<file path="config.mk">
export PLATFORM = sky130hd
export DESIGN_NAME = mag_agc
export DESIGN_NICKNAME = d
export VERILOG_FILES = /design/src/rtl/agc_pkg.sv /design/src/rtl/agc_window_timer.sv /design/src/rtl/agc_mag_counter.sv /design/src/rtl/agc_gain_step.sv /design/src/rtl/mag_agc.sv
export SDC_FILE = /design/constraint.sdc
export NUM_CORES = 1
export LEC_CHECK = 0
export ABC_AREA = 1
export CAP_MARGIN = 20
export CORE_UTILIZATION = 55
export CTS_CLUSTER_SIZE = 16
export DETAILED_ROUTE_END_ITERATION = 10
export PLACE_DENSITY = 0.76
export SETUP_SLACK_MARGIN = 0.05
export SYNTH_ARGS = -nofsm -noshare
export SYNTH_HDL_FRONTEND = slang
export SYNTH_SLANG_ARGS = --single-unit
export TNS_END_PERCENT = 50
</file>
<file path="constraint.sdc">
create_clock -name clk -period 4.78 [get_ports clk]
set_input_delay 0.717 -clock clk [delete_from_list [all_inputs] [get_ports clk]]
set_output_delay 0.717 -clock clk [all_outputs]
set_load 0.01 [all_outputs]
</file>
<file path="src/rtl/agc_pkg.sv">
package agc_pkg;

  typedef enum logic [1:0] {
    AGC_SPLIT  = 2'b00,
    AGC_LOCK   = 2'b01,
    AGC_DIRECT = 2'b10,
    AGC_FREEZE = 2'b11
  } agc_mode_e;

endpackage

</file>
<file path="src/rtl/agc_window_timer.sv">
module agc_window_timer #(
  parameter int WIN_LEN = 512
) (
  input  logic clk,
  input  logic rst,
  input  logic restart,
  output logic win_end
);
  localparam int CW = (WIN_LEN > 1) ? $clog2(WIN_LEN) : 1;
  localparam logic [CW-1:0] LAST = CW'(WIN_LEN - 1);

  logic [CW-1:0] cnt;

  always_ff @(posedge clk) begin
    if (rst || restart)  cnt <= '0;
    else if (cnt == LAST) cnt <= '0;
    else                 cnt <= cnt + 1'b1;
  end

  assign win_end = (cnt == LAST) && !restart;

  a_r2_cnt_range: assert property (@(posedge clk) disable iff (rst)
    cnt <= LAST);

  a_r10_restart_zero: assert property (@(posedge clk) disable iff (rst)
    restart |=> (cnt == '0));
endmodule

</file>
<file path="src/rtl/agc_mag_counter.sv">
module agc_mag_counter #(
  parameter int WIN_LEN = 512,
  localparam int CNT_W = $clog2(WIN_LEN + 1)
) (
  input  logic             clk,
  input  logic             rst,
  input  logic             clear,
  input  logic             win_end,
  input  logic             mag,
  output logic [CNT_W-1:0] count
);
  logic [CNT_W-1:0] acc;

  always_ff @(posedge clk) begin
    if (rst || clear || win_end) acc <= '0;
    else if (mag)                acc <= acc + 1'b1;
  end

  // Total for the window, including the sample presented on this edge.
  assign count = acc + {{(CNT_W-1){1'b0}}, mag};

  a_r2_acc_bound: assert property (@(posedge clk) disable iff (rst)
    acc < CNT_W'(WIN_LEN));
endmodule

</file>
<file path="src/rtl/agc_gain_step.sv">
module agc_gain_step #(
  parameter int GAIN_W = 6,
  parameter int MEAS_W = 13
) (
  input  logic [GAIN_W-1:0] cur_gain,
  input  logic [MEAS_W-1:0] measured,
  input  logic [MEAS_W-1:0] target,
  output logic [GAIN_W-1:0] next_gain
);
  localparam logic [GAIN_W-1:0] TOP = '1;

  always_comb begin
    next_gain = cur_gain;
    if (measured < target) begin
      if (cur_gain != TOP) next_gain = cur_gain + 1'b1;
    end else if (measured > target) begin
      if (cur_gain != '0) next_gain = cur_gain - 1'b1;
    end
  end
endmodule

</file>
<file path="src/rtl/mag_agc.sv">
module mag_agc
  import agc_pkg::*;
#(
  parameter int GAIN_W     = 6,
  parameter int REF_W      = 12,
  parameter int WIN_LEN    = 512,
  parameter int RESET_GAIN = 58
) (
  input  logic              clk,
  input  logic              rst,
  input  logic [1:0]        mode,
  input  logic              iq_en,
  input  logic [REF_W-1:0]  ref_count,
  input  logic [GAIN_W-1:0] direct_gain,
  input  logic              mag_i,
  input  logic              mag_q,
  output logic [GAIN_W-1:0] gain_i,
  output logic [GAIN_W-1:0] gain_q
);
  localparam int CNT_W = $clog2(WIN_LEN + 1);
  localparam int CMP_W = ((REF_W + 1) > (CNT_W + 1)) ? (REF_W + 1) : (CNT_W + 1);
  localparam logic [GAIN_W-1:0] TOP  = '1;
  localparam logic [GAIN_W-1:0] INIT = GAIN_W'(RESET_GAIN);

  agc_mode_e mode_e, mode_q;
  logic      restart, win_end;

  assign mode_e = agc_mode_e'(mode);

  always_ff @(posedge clk) begin
    if (rst) mode_q <= AGC_SPLIT;
    else     mode_q <= mode_e;
  end

  assign restart = (mode_e != mode_q);

  agc_window_timer #(.WIN_LEN(WIN_LEN)) u_timer (
    .clk(clk), .rst(rst), .restart(restart), .win_end(win_end)
  );

  logic [1:0]       mag_vec;
  logic [CNT_W-1:0] cnt [2];

  assign mag_vec = {mag_q, mag_i};

  for (genvar c = 0; c < 2; c++) begin : g_chan
    agc_mag_counter #(.WIN_LEN(WIN_LEN)) u_cnt (
      .clk(clk), .rst(rst), .clear(restart), .win_end(win_end),
      .mag(mag_vec[c]), .count(cnt[c])
    );
  end

  logic [CMP_W-1:0]  meas_i, meas_q, meas_sum, tgt_one, tgt_two;
  logic [GAIN_W-1:0] step_i, step_q, step_lock;

  assign meas_i   = CMP_W'(cnt[0]);
  assign meas_q   = CMP_W'(cnt[1]);
  assign meas_sum = meas_i + meas_q;
  assign tgt_one  = CMP_W'(ref_count);
  assign tgt_two  = CMP_W'({ref_count, 1'b0});

  agc_gain_step #(.GAIN_W(GAIN_W), .MEAS_W(CMP_W)) u_step_i (
    .cur_gain(gain_i), .measured(meas_i), .target(tgt_one), .next_gain(step_i)
  );
  agc_gain_step #(.GAIN_W(GAIN_W), .MEAS_W(CMP_W)) u_step_q (
    .cur_gain(gain_q), .measured(meas_q), .target(tgt_one), .next_gain(step_q)
  );
  agc_gain_step #(.GAIN_W(GAIN_W), .MEAS_W(CMP_W)) u_step_lock (
    .cur_gain(gain_i), .measured(meas_sum), .target(tgt_two), .next_gain(step_lock)
  );

  always_ff @(posedge clk) begin
    if (rst) begin
      gain_i <= INIT;
      gain_q <= INIT;
    end else begin
      unique case (mode_e)
        AGC_SPLIT: if (win_end) begin
          gain_i <= step_i;
          if (iq_en) gain_q <= step_q;
        end
        AGC_LOCK: if (win_end) begin
          if (iq_en) begin
            gain_i <= step_lock;
            gain_q <= step_lock;
          end else begin
            gain_i <= step_i;
          end
        end
        AGC_DIRECT: begin
          gain_i <= direct_gain;
          if (iq_en) gain_q <= direct_gain;
        end
        default: ;
      endcase
    end
  end

  a_r3_single_step: assert property (@(posedge clk) disable iff (rst)
    (mode_e != AGC_DIRECT) |=> ((gain_i == $past(gain_i)) ||
                                (gain_i == $past(gain_i) + 1'b1) ||
                                (gain_i == $past(gain_i) - 1'b1)));

  a_r4_no_wrap_top: assert property (@(posedge clk) disable iff (rst)
    (mode_e != AGC_DIRECT && gain_i == TOP) |=> (gain_i != '0));

  a_r4_no_wrap_bottom: assert property (@(posedge clk) disable iff (rst)
    (mode_e != AGC_DIRECT && gain_i == '0) |=> (gain_i != TOP));

  a_r2_window_only: assert property (@(posedge clk) disable iff (rst)
    (mode_e != AGC_DIRECT && !win_end) |=> ($stable(gain_i) && $stable(gain_q)));

  a_r6_locked_equal: assert property (@(posedge clk) disable iff (rst)
    (mode_e == AGC_LOCK && iq_en && win_end) |=> (gain_i == gain_q));

  a_r7_direct_load: assert property (@(posedge clk) disable iff (rst)
    (mode_e == AGC_DIRECT) |=> (gain_i == $past(direct_gain)));

  a_r8_freeze: assert property (@(posedge clk) disable iff (rst)
    (mode_e == AGC_FREEZE) |=> ($stable(gain_i) && $stable(gain_q)));

  a_r9_q_idle: assert property (@(posedge clk) disable iff (rst)
    !iq_en |=> $stable(gain_q));
endmodule

</file>
== Word level (Yosys, flattened, before mapping) ==
Cells that the tools add are included.

* Muxes and demuxes: 20
* $lt $le $gt $ge: 6
* Bitwise gates (word level): 0
* Div/mod/pow operators: 0
* Multipliers: 0
* Shifts and indexed selects: 0
* Eq/ne operators: 14
* $add $sub $neg: 10
* Reduce and logical (&&, ||, !) cells: 11

{| class="wikitable"
|+ Operators by type and width
! cell !! number
|-
| $mux 6 || 18
|-
| $pmux 6 s3 || 2
|-
| $gt 10x12->1 || 2
|-
| $lt 10x12->1 || 2
|-
| $add 10x1->10 || 2
|-
| $add 10x1->10 const B || 2
|-
| $gt 11x13->1 || 1
|-
| $lt 11x13->1 || 1
|-
| $add 6x1->6 const B || 2
|-
| $ne 6x6->1 const B || 2
|-
| $reduce_bool 6->1 || 2
|-
| $sub 6x1->6 const B || 2
|-
| $add 10x10->11 || 1
|-
| $add 9x1->9 const B || 1
|-
| $eq 9x9->1 const B || 1
|-
| $reduce_and 9->1 || 1
|-
| $ne 2x2->1 const B || 3
|-
| $ne 3x1->1 const B || 2
|-
| $ne 2x1->1 const B || 2
|-
| $ne 3x3->1 const B || 1
|-
| $reduce_and 3->1 || 1
|-
| $reduce_bool 3->1 || 1
|-
| $eq 2x1->1 const B || 1
|-
| $eq 2x2->1 const B || 1
|-
| 6 further kinds || 7
|}

* Register bits: 43
* Word-level logic and storage cells: 67
* Memories: 0
* Memory bits (writable): 0
* Bits in read-only memories: 0
* Latch bits: 0
* Input bits: 25

== Depth between registers and ports, before layout ==
Gate-level depths: netlist of the first run.

* Depth after elaboration: 8
* Depth in mapped cells: 26

== By module ==
A second synthesis of the first run with hierarchy kept.

* Cells, all modules: 837
* Area, all modules: 5405.2 um2

{| class="wikitable"
|+ Modules (own cells, without submodules)
! module !! area an instance (um2) !! seq. area each (um2) !! times used !! cells each
|-
| agc_gain_step || 802.0 || 0.0 || 3 || 131
|-
| mag_agc || 1346.3 || 280.3 || 1 || 214
|-
| agc_mag_counter || 630.6 || 200.2 || 2 || 88
|-
| agc_window_timer || 391.6 || 180.2 || 1 || 54
|}

== Worst setup path before layout of the first run ==
Ideal clock, no wire load.

* Path kind: input-to-reg
* From: in mag_i
* To: reg gain_i[1]
* Library setup time: 115 ps
* Arrival time: 3776 ps
* Cell stages on the path: 20
* Slack: 889 ps
* Path buffers: 0
* Cell sequence: ha_1 ha_1 fa_1 a31oi_1 o21ai_0 a21boi_0 inv_1 a21oi_1 o21bai_1 ha_1 nand2_1 nor2_2 and2_1 nand3_1 o211ai_1 nand2_1 nand2_1 nand3_1 nand2_1 nand2_1

* Word-level cells in the longest chain between the ends: 8
* Elaborated cells on any way between the ends: 14
* Those cells by class: add/sub: 2; order compare: 4; mux: 8

{| class="wikitable"
|+ Ends and longest elaborated chain
! element !! line !! text
|-
| start, declared || mag_agc.sv:15 || <nowiki>input logic mag_i,</nowiki>
|-
| $add 10x1->10 (*) || agc_mag_counter.sv:20 || <nowiki>assign count = acc + {{(CNT_W-1){1'b0}}, mag};</nowiki>
|-
| $add 10x10->11 || mag_agc.sv:58 || <nowiki>assign meas_sum = meas_i + meas_q;</nowiki>
|-
| $gt 11x13->1 || agc_gain_step.sv:16 || <nowiki>end else if (measured > target) begin</nowiki>
|-
| $mux 6 || agc_gain_step.sv:16 ||
|-
| $mux 6 || agc_gain_step.sv:14 || <nowiki>if (measured < target) begin</nowiki>
|-
| $mux 6 || mag_agc.sv:83 || <nowiki>if (iq_en) begin</nowiki>
|-
| $mux 6 || mag_agc.sv:82 || <nowiki>AGC_LOCK: if (win_end) begin</nowiki>
|-
| $pmux 6 s3 (*) || mag_agc.sv:77 || <nowiki>unique case (mode_e)</nowiki>
|-
| end signal, assigned || mag_agc.sv:79 || <nowiki>gain_i <= step_i;</nowiki>
|-
| end signal, assigned || mag_agc.sv:84 || <nowiki>gain_i <= step_lock;</nowiki>
|-
| end signal, assigned || mag_agc.sv:87 || <nowiki>gain_i <= step_i;</nowiki>
|-
| end, declared || mag_agc.sv:17 || <nowiki>output logic [GAIN_W-1:0] gain_i,</nowiki>
|}

Every way passes the cells marked *; elsewhere a longest branch is shown, timed or not. The select of a mux whose other input is x is not followed.
A chain may end at the register's enable or synchronous reset.

== Final worst setup path of the first run ==
* From: in mag_i
* To: reg gain_q[0]

* Word-level cells in the longest chain between the ends: 8
* Elaborated cells on any way between the ends: 9
* Those cells by class: add/sub: 2; order compare: 2; mux: 5

{| class="wikitable"
|+ Ends and longest elaborated chain
! element !! line !! text
|-
| $add 10x1->10 (*) || agc_mag_counter.sv:20 ||
|-
| $add 10x10->11 (*) || mag_agc.sv:58 ||
|-
| $gt 11x13->1 || agc_gain_step.sv:16 ||
|-
| $mux 6 || agc_gain_step.sv:16 ||
|-
| $mux 6 (*) || agc_gain_step.sv:14 ||
|-
| $mux 6 (*) || mag_agc.sv:83 ||
|-
| $mux 6 (*) || mag_agc.sv:82 ||
|-
| $pmux 6 s3 (*) || mag_agc.sv:77 ||
|-
| end signal, assigned || mag_agc.sv:80 || <nowiki>if (iq_en) gain_q <= step_q;</nowiki>
|-
| end signal, assigned || mag_agc.sv:85 || <nowiki>gain_q <= step_lock;</nowiki>
|-
| end signal, assigned || mag_agc.sv:92 || <nowiki>if (iq_en) gain_q <= direct_gain;</nowiki>
|-
| end, declared || mag_agc.sv:18 || <nowiki>output logic [GAIN_W-1:0] gain_q</nowiki>
|}

Marks and branches as above.

==> impl_metrics.csv, run 1 <==
group,metric,value,unit
timing,period_share,0.915,
floorplan,core_area,7730,µm²
min_path,worstHoldStart,"u_timer.cnt[0]",
detailed_routing,drtPass1Iterations,5,
floorplan,die_area,8320,µm²
global_routing,antenna_found_initial,0,
layout,finalNetCount,795,
setup_path,r2r_slack,850,ps
floorplan,row_count,32,
logic_synthesis,synth_top_family_by_area,"simple AND/OR/NAND/NOR gates",
logic_synthesis,synthFlopType,"dfxtp_1",
logic_synthesis,ys_seq_area_frac,0.197,
logic_synthesis,synth_edf_count,0,
detailed_routing,viasPerCell,5.40,
min_path,holdPathEnd,"u_timer.cnt[0]",
layout,fillers,718,
setup_path,r2r_cells,24,
timing,setup-violations-final,0,
logic_synthesis,synth.top_cell.area_share,0.197,
logic_synthesis,yosys.area_share.adder,0.178,
detailed_routing,wl_per_cell,13.7,µm
clock_tree,clkTransAtPathRegs,90,ps
setup_path,crit_path_max_fanout,7,
min_path,holdPathStages,1,
logic_synthesis,synthSimpleGateAreaFrac,0.339,
setup_path,worst_ep_required_time,4990,ps
layout,layout_commonest_cell,"nand2_1",
timing,worstMarginPinSlew,588,ps
status,status,"complete, no violations",
timing,fin_setup_tns,0,ps
global_routing,grt_pass1_vias,4027,
clock_tree,cts_tree,"done",
logic_synthesis,synth_area_leaders,"dfxtp_1 20%, ha_1 17%, nand2_1 14%, inv_1 7.6%, a21oi_1 6.2%",
detailed_routing,antenna_left,0,
clock_tree,cts_max_level,2,
setup_path,arrival,4580,ps
layout,area_growth_syn_to_layout,13.7,%
logic_synthesis,syn_inst,676,
logic_synthesis,syn-num-nets,762,
clock_tree,cts_root_buffer,"clkbuf_8",
layout,n_antenna_cell,0,
placed_design,hpwlAfterDp,8910,µm
logic_synthesis,synth-xor-area-share,0.0640,
pwr,p_leak,0.00248,µW
clock_tree,clock_path_buffers,2,
logic_synthesis,async_reset_ff_frac,0,
detailed_routing,detail_route.drc_violations,0,
placed_design,io_buffers,36,
floorplan,pin_count,37,
layout,post_route_cells_drive_above_1_share,0.0577,
timing,slew_violations,0,
timing,max_freq,0.229,GHz
setup_path,cp-start-kind,"input pin",
global_routing,grt_pass1_wl,18300,µm
timing,maxSlewHeadroom,0.607,
detailed_routing,drt-initial-drc-count,235,
timing,fin_hold_ws,478,ps
placed_design,place.gp.congestion,0.968,
timing,rsz0062_at_grt,"false",
detailed_routing,vias,4385,
flow_run,cap_violations,0,
layout,final_cell_mix,"164 x nand2_1, 89 x inv_1, 58 x ha_1",
logic_synthesis,yosys-mux-area-fraction,0.00457,
clock_tree,clock_latency,320,ps
global_routing,grt_max_degree,19,
timing,skew,17.9,ps
logic_synthesis,syn_area,4380,µm²
min_path,hold_class,"reg -> reg",
clock_tree,cts_buffers,5,
setup_path,timing.rr.end,"gain_q[0]",
timing,hold_viol,0,
setup_path,critPathKind,"in -> reg",
logic_synthesis,synth_cell_types,41,
setup_path,r2r-start,"g_chan[0].u_cnt.acc[0]",
clock_tree,clock-sinks,43,
floorplan,die_w,91.2,µm
logic_synthesis,synth_compound_area_frac,0.123,
logic_synthesis,yosysWarnings,0,
floorplan,initial_core_util,0.566,
pwr,peakVddDrop,0.140,mV
logic_synthesis,yosys.area.top_type,"dfxtp_1",
detailed_routing,drt_wl_total,11100,µm
global_routing,overflow,0,
global_routing,grt_use_total,0.272,
timing,fin_crit,4380,ps
setup_path,end_kind,"flop",
floorplan,chipHeight,91.2,µm
pwr,power_density,192,nW/µm²
logic_synthesis,synth.avg_cell_area,6.47,µm²
logic_synthesis,ys_ff_latch,43,
-- state kept, by name (all words and copies together) (netlist names) --
signal            cells
gain_q                6
gain_i                6
g_chan.u_cnt.acc     20
u_timer.cnt           9
mode_q                2
-- cell usage after synthesis (2+ instances only) --
master / n
a21oi_1: 54
and2_1: 3
buf_2: 7
clkbuf_1: 5
dfxtp_1: 43
fa_1: 2
ha_1: 59
inv_1: 89
inv_2: 5
mux2i_1: 2
nand2_1: 164
nand2_2: 3
nand3_1: 51
nand3_2: 5
nand4_1: 15
nor2_1: 56
nor2_2: 3
nor2_4: 2
nor3_1: 14
nor3b_1: 2
o211ai_1: 5
o21a_1: 3
o21ai_0: 26
o21ai_1: 8
or2_0: 2
or2_1: 2
or2_2: 2
xnor2_1: 5
xor2_1: 27
-- stage by stage --
stage          total power, µW  worst slack [ps]  cell area [µm²]  instances  utilization
5_1_grt                   1010              92.4             4980        812        0.644
6_report                   957               405             4980        812        0.644
4_1_cts                    959               263             4930        811        0.638
3_3_place_gp               652              74.2             4820        803        0.624
3_5_place_dp               657             -58.7             4820        803        0.624
2_1_floorplan              566               889             4380        676            -
-- repair_timing --
action                                  CTS  global route
endpoints found under the setup margin    0            12
resized for setup                         0            12
hold buffers                              0             0
buffers inserted                          0             1
-- worst max-delay path, cell delays in order --
cell and delay (ps):
clkdlybuf4s50_1 490, ha_1 170, inv_1 60, nor2_2 160, xor2_1 250, ha_1 330, nand2_1 90, nand2_1 50
a31oi_1 200, o21ai_1 130, a21boi_1 220, inv_1 60, a21oi_1 120, o21bai_1 90, ha_1 310, nand2_1 70
nor2_2 160, and2_4 180, nand2_2 90, nand3_2 140, nand3_1 100, nand3_1 120, nand2_1 80, a21oi_1 150
nor2_1 60
-- power breakdown --
part	internal, µW	switching [µW]
logic	107	146
registers	371	28.6
clock network	158	146
-- cell type report --
cell class / count / area [µm²] / area share
clock buffers: 5 / 68.8 / 0.0138
clock inverters: 3 / 46.3 / 0.00930
inverters: 94 / 353 / 0.0709
multi-input cells: 526 / 3140 / 0.630
flip-flops and latches: 43 / 861 / 0.173
well taps: 102 / 128 / 0.0256
repair buffers: 39 / 385 / 0.0774
-- cell families after synthesis --
kind of cell / count (synthesis)
fa+ha+maj: 61
flops: 43
simple gates: 330
buf+inv: 107
compound gates: 101
xor+xnor: 32
mux: 2
-- routing by layer --
layer / routed length (µm) / global-route usage / up-vias / share of wire
met3: 608 / 0.0377 / 12 / 0.055
met4: 91 / 0.0503 / 0 / 0.0082
met2: 5070 / 0.464 / 120 / 0.46
met5: 0 / 0 / - / 0
met1: 5350 / 0.368 / 1977 / 0.48
li1: - / - / 2276 / -
-- worst max-delay path by stage --
stage	from	to	slack (ps)	cells past startpoint
floorplan	mag_i	gain_i[1]	890	20
finish	mag_i	gain_q[0]	400	25
global route	mag_i	gain_i[0]	90	25
detailed placement	mag_q	gain_q[0]	-60	22
global placement	mag_q	gain_q[0]	70	22
CTS	mag_q	gain_q[0]	260	22
(Power assumes the default switching activity.)
==> inputs of run 2 (changes only) <==
Settings changed: CORE_ASPECT_RATIO set to 1.4, PLACE_DENSITY 0.76 to 0.75, SYNTH_HIERARCHICAL set to 1.
==> run 2 against run 1 <==
Effect of this change: area after synthesis rose by 23%; wire length rose by 17%; sequential power barely moved; cell area rose by 24%; combinational power rose by 39%; register-to-register slack improved by 90 ps; die area rose by 23%; first-iteration DRC count rose by 28%; global-route usage fell by 0.58 points; power rose by 15%; setup slack improved by 37 ps; largest cell class unchanged; highest routed layer unchanged.
==> impl_metrics.csv, run 2 <==
group,metric,value,unit
clock_tree,cts_root_buffer,"clkbuf_16",
placed_design,dp.cells,1008,
setup_path,end_kind,"flop",
layout,n_antenna_cell,0,
logic_synthesis,synth.avg_cell_area,6.46,µm²
setup_path,r2r_cells,27,
floorplan,core_area,9510,µm²
layout,regArea,861,µm²
timing,hold_viol,0,
placed_design,hpwlAfterDp,10800,µm
layout,layout_commonest_cell,"nand2_1",
timing,setup-violations-final,0,
placed_design,place.gp.congestion,0.945,
logic_synthesis,ys_seq_area_frac,0.159,
logic_synthesis,synth_edf_count,0,
layout,final_cell_mix,"210 x nand2_1, 147 x inv_1, 70 x nor2_1",
clock_tree,cts_buffers,5,
timing,fin_crit,4340,ps
global_routing,grt_use_total,0.266,
layout,fin_cells,1020,
clock_tree,clkTransAtPathRegs,70,ps
floorplan,row_count,42,
logic_synthesis,yosys.area.top_type,"ha_1",
global_routing,grtUsageMet1,0.291,
setup_path,r2r_slack,940,ps
timing,period_share,0.908,
setup_path,arrival,4510,ps
timing,fin_setup_tns,0,ps
global_routing,overflow,0,
pwr,power,1100,µW
pwr,peakVddDrop,0.236,mV
flow_run,cap_violations,0,
timing,slew_violations,0,
timing,skew,3.99,ps
setup_path,timing.rr.end,"gain_i[0]",
detailed_routing,antenna_left,0,
floorplan,die_area,10200,µm²
global_routing,met3_usage,0.0340,
layout,largest_register_ffs,20,
detailed_routing,wl_per_cell,12.8,µm
floorplan,pin_count,37,
clock_tree,clock_path_buffers,2,
detailed_routing,drt_wl_total,13000,µm
logic_synthesis,synth_area_leaders,"ha_1 16%, dfxtp_1 16%, nand2_1 15%, inv_1 10%, nor2_1 4.9%",
detailed_routing,viasPerCell,5.14,
logic_synthesis,synth_commonest_cells,"210 x nand2_1, 147 x inv_1, 71 x nor2_1",
pwr,p_leak,0.00323,µW
logic_synthesis,async_reset_ff_frac,0,
timing,maxSlewHeadroom,0.573,
layout,top_register,"g_chan.u_cnt/acc",
detailed_routing,drtPass1Iterations,5,
layout,reg.largest.list,"g_chan.u_cnt/acc (20), u_timer/cnt (9)",
layout,fillers,905,
pwr,power_density,179,nW/µm²
timing,max_freq,0.231,GHz
layout,multi_input_area,3980,µm²
global_routing,antenna_found_initial,0,
status,status,"complete, no violations",
setup_path,crit_path_max_fanout,5,
logic_synthesis,synthFlopType,"dfxtp_1",
global_routing,gr-usage-met2,0.516,
detailed_routing,detail_route.drc_violations,0,
logic_synthesis,synth.top_cell.area_share,0.162,
logic_synthesis,synth_cell_types,41,
global_routing,grt_pass1_wl,22100,µm
min_path,hold_class,"reg -> reg",
layout,finalNetCount,983,
setup_path,worst_ep_required_time,4960,ps
setup_path,cp-start-kind,"input pin",
layout,post_route_cells_drive_above_1_share,0.106,
global_routing,grt_pass1_vias,5089,
timing,rsz0062_at_grt,"false",
layout,area_growth_syn_to_layout,13.9,%
detailed_routing,drt-initial-drc-count,301,
setup_path,r2r-start,"g_chan[0].u_cnt/acc[0]",
setup_path,crit_start,"mag_i",
setup_path,crit_end,"gain_i[0]",
global_routing,grt_max_degree,20,
setup_path,critPathKind,"in -> reg",
clock_tree,clock-sinks,43,
logic_synthesis,ys_ff_latch,43,
timing,worstMarginPinSlew,639,ps
floorplan,initial_core_util,0.568,
logic_synthesis,syn_inst,837,
clock_tree,cts_tree,"done",
logic_synthesis,syn_area,5410,µm²
global_routing,top_usage_layer,"met2",
floorplan,chipHeight,119,µm
detailed_routing,vias,5246,
logic_synthesis,yosysMostFrequentCell,"nand2_1",
logic_synthesis,yosysWarnings,6,
clock_tree,clock_latency,290,ps
clock_tree,cts_max_level,2,
floorplan,die_w,85.8,µm
placed_design,io_buffers,36,
-- run 2: cell count changes in the layout (fill, tap and decap cells not counted), sizes merged, moves of 6 or more --
cell	before	now
nand3	57	51
xnor2	5	15
inv	95	154
conb	0	11
nand2	168	235
a21oi	54	43
nor2	61	85
ha	59	70
-- run 2: how the worst min path moves through the flow --
stage	startpoint	to	slack [ps]	cells past startpoint
after floorplan	u_timer/cnt[0]	u_timer/cnt[0]	440	1
after global placement	u_timer/cnt[0]	u_timer/cnt[0]	450	1
after detailed placement	u_timer/cnt[0]	u_timer/cnt[0]	470	1
after CTS	u_timer/cnt[0]	u_timer/cnt[0]	480	1
after global routing	u_timer/cnt[0]	u_timer/cnt[0]	500	1
final	u_timer/cnt[0]	u_timer/cnt[0]	470	1
-- run 2: kinds of logic (layout without fill, tap and decap cells) --
logic type | Yosys count | in the layout | share of synthesized area
xor gates and xnor gates | 41 | 41 | 0.0664
muxes | 2 | 2 | 0.00370
AOI/OAI and AO/OA | 107 | 107 | 0.126
adders and majority gates | 71 | 71 | 0.166
other | 1 | 11 | 0.000694
buffers and inverters | 167 | 208 | 0.125
and+or+nand+nor | 405 | 405 | 0.353
DFF | 43 | 43 | 0.159
-- run 2: stage by stage --
stage	hold slack (ps)	cell area (µm²)	utilization	setup slack, ps
CTS	484	6060	0.637	185
finish	475	6160	0.647	442
global route	500	6160	0.647	48.9
detailed placement	468	5910	0.621	-93.3
floorplan	440	5440	-	1060
global placement	454	5910	0.621	-17.4
-- run 2: power breakdown --
part / leakage (µW) / internal, µW / switching (µW)
sequential: 0.000350 / 371 / 31.3
clock: 0.0000664 / 195 / 154
combinational: 0.00282 / 146 / 206
total: 0.00323 / 712 / 391
-- run 2: what timing repair did --
| action | 4_1_cts | 5_1_grt |
|---|---|---|
| resized for setup | 0 | 12 |
| setup buffers | 0 | 4 |
| endpoints found under the setup margin | 0 | 12 |
| hold buffers | 0 | 0 |
-- run 2: final cells by class --
cell class	count	share of cell area
multi-input cells	637	0.646
flip-flops and latches	43	0.140
inverters	156	0.0951
repair buffers	44	0.0683
well taps	132	0.0268
clock buffers	5	0.0203
clock inverters	3	0.00386
-- run 2: worst max-delay path: stages --
cell             delay (ps)
clkdlybuf4s50_1         490
ha_1                    200
ha_2                    230
nand3_2                 130
nor3_2                  200
xor2_1                   90
buf_4                   170
ha_4                    290
nand2_1                  90
nor2_1                  140
nand3_1                 120
nand4_1                 110
nand2_1                  70
ha_1                    330
nand2_4                 100
nor2_8                   40
nand2_4                  80
clkinv_1                 70
nand2_2                 110
nand3_2                 130
nand2_1                  90
nand2_1                  50
nand2_1                  60
inv_1                    40
nand2_1                  80
nand4_1                 110
o21ai_0                 100
a21oi_1                  90
-- run 2: metal layers --
metal / wire [µm] / part of all wire
met1: 5340 / 0.41
met3: 449 / 0.034
met4: 318 / 0.024
met2: 6930 / 0.53
met5: 0 / 0
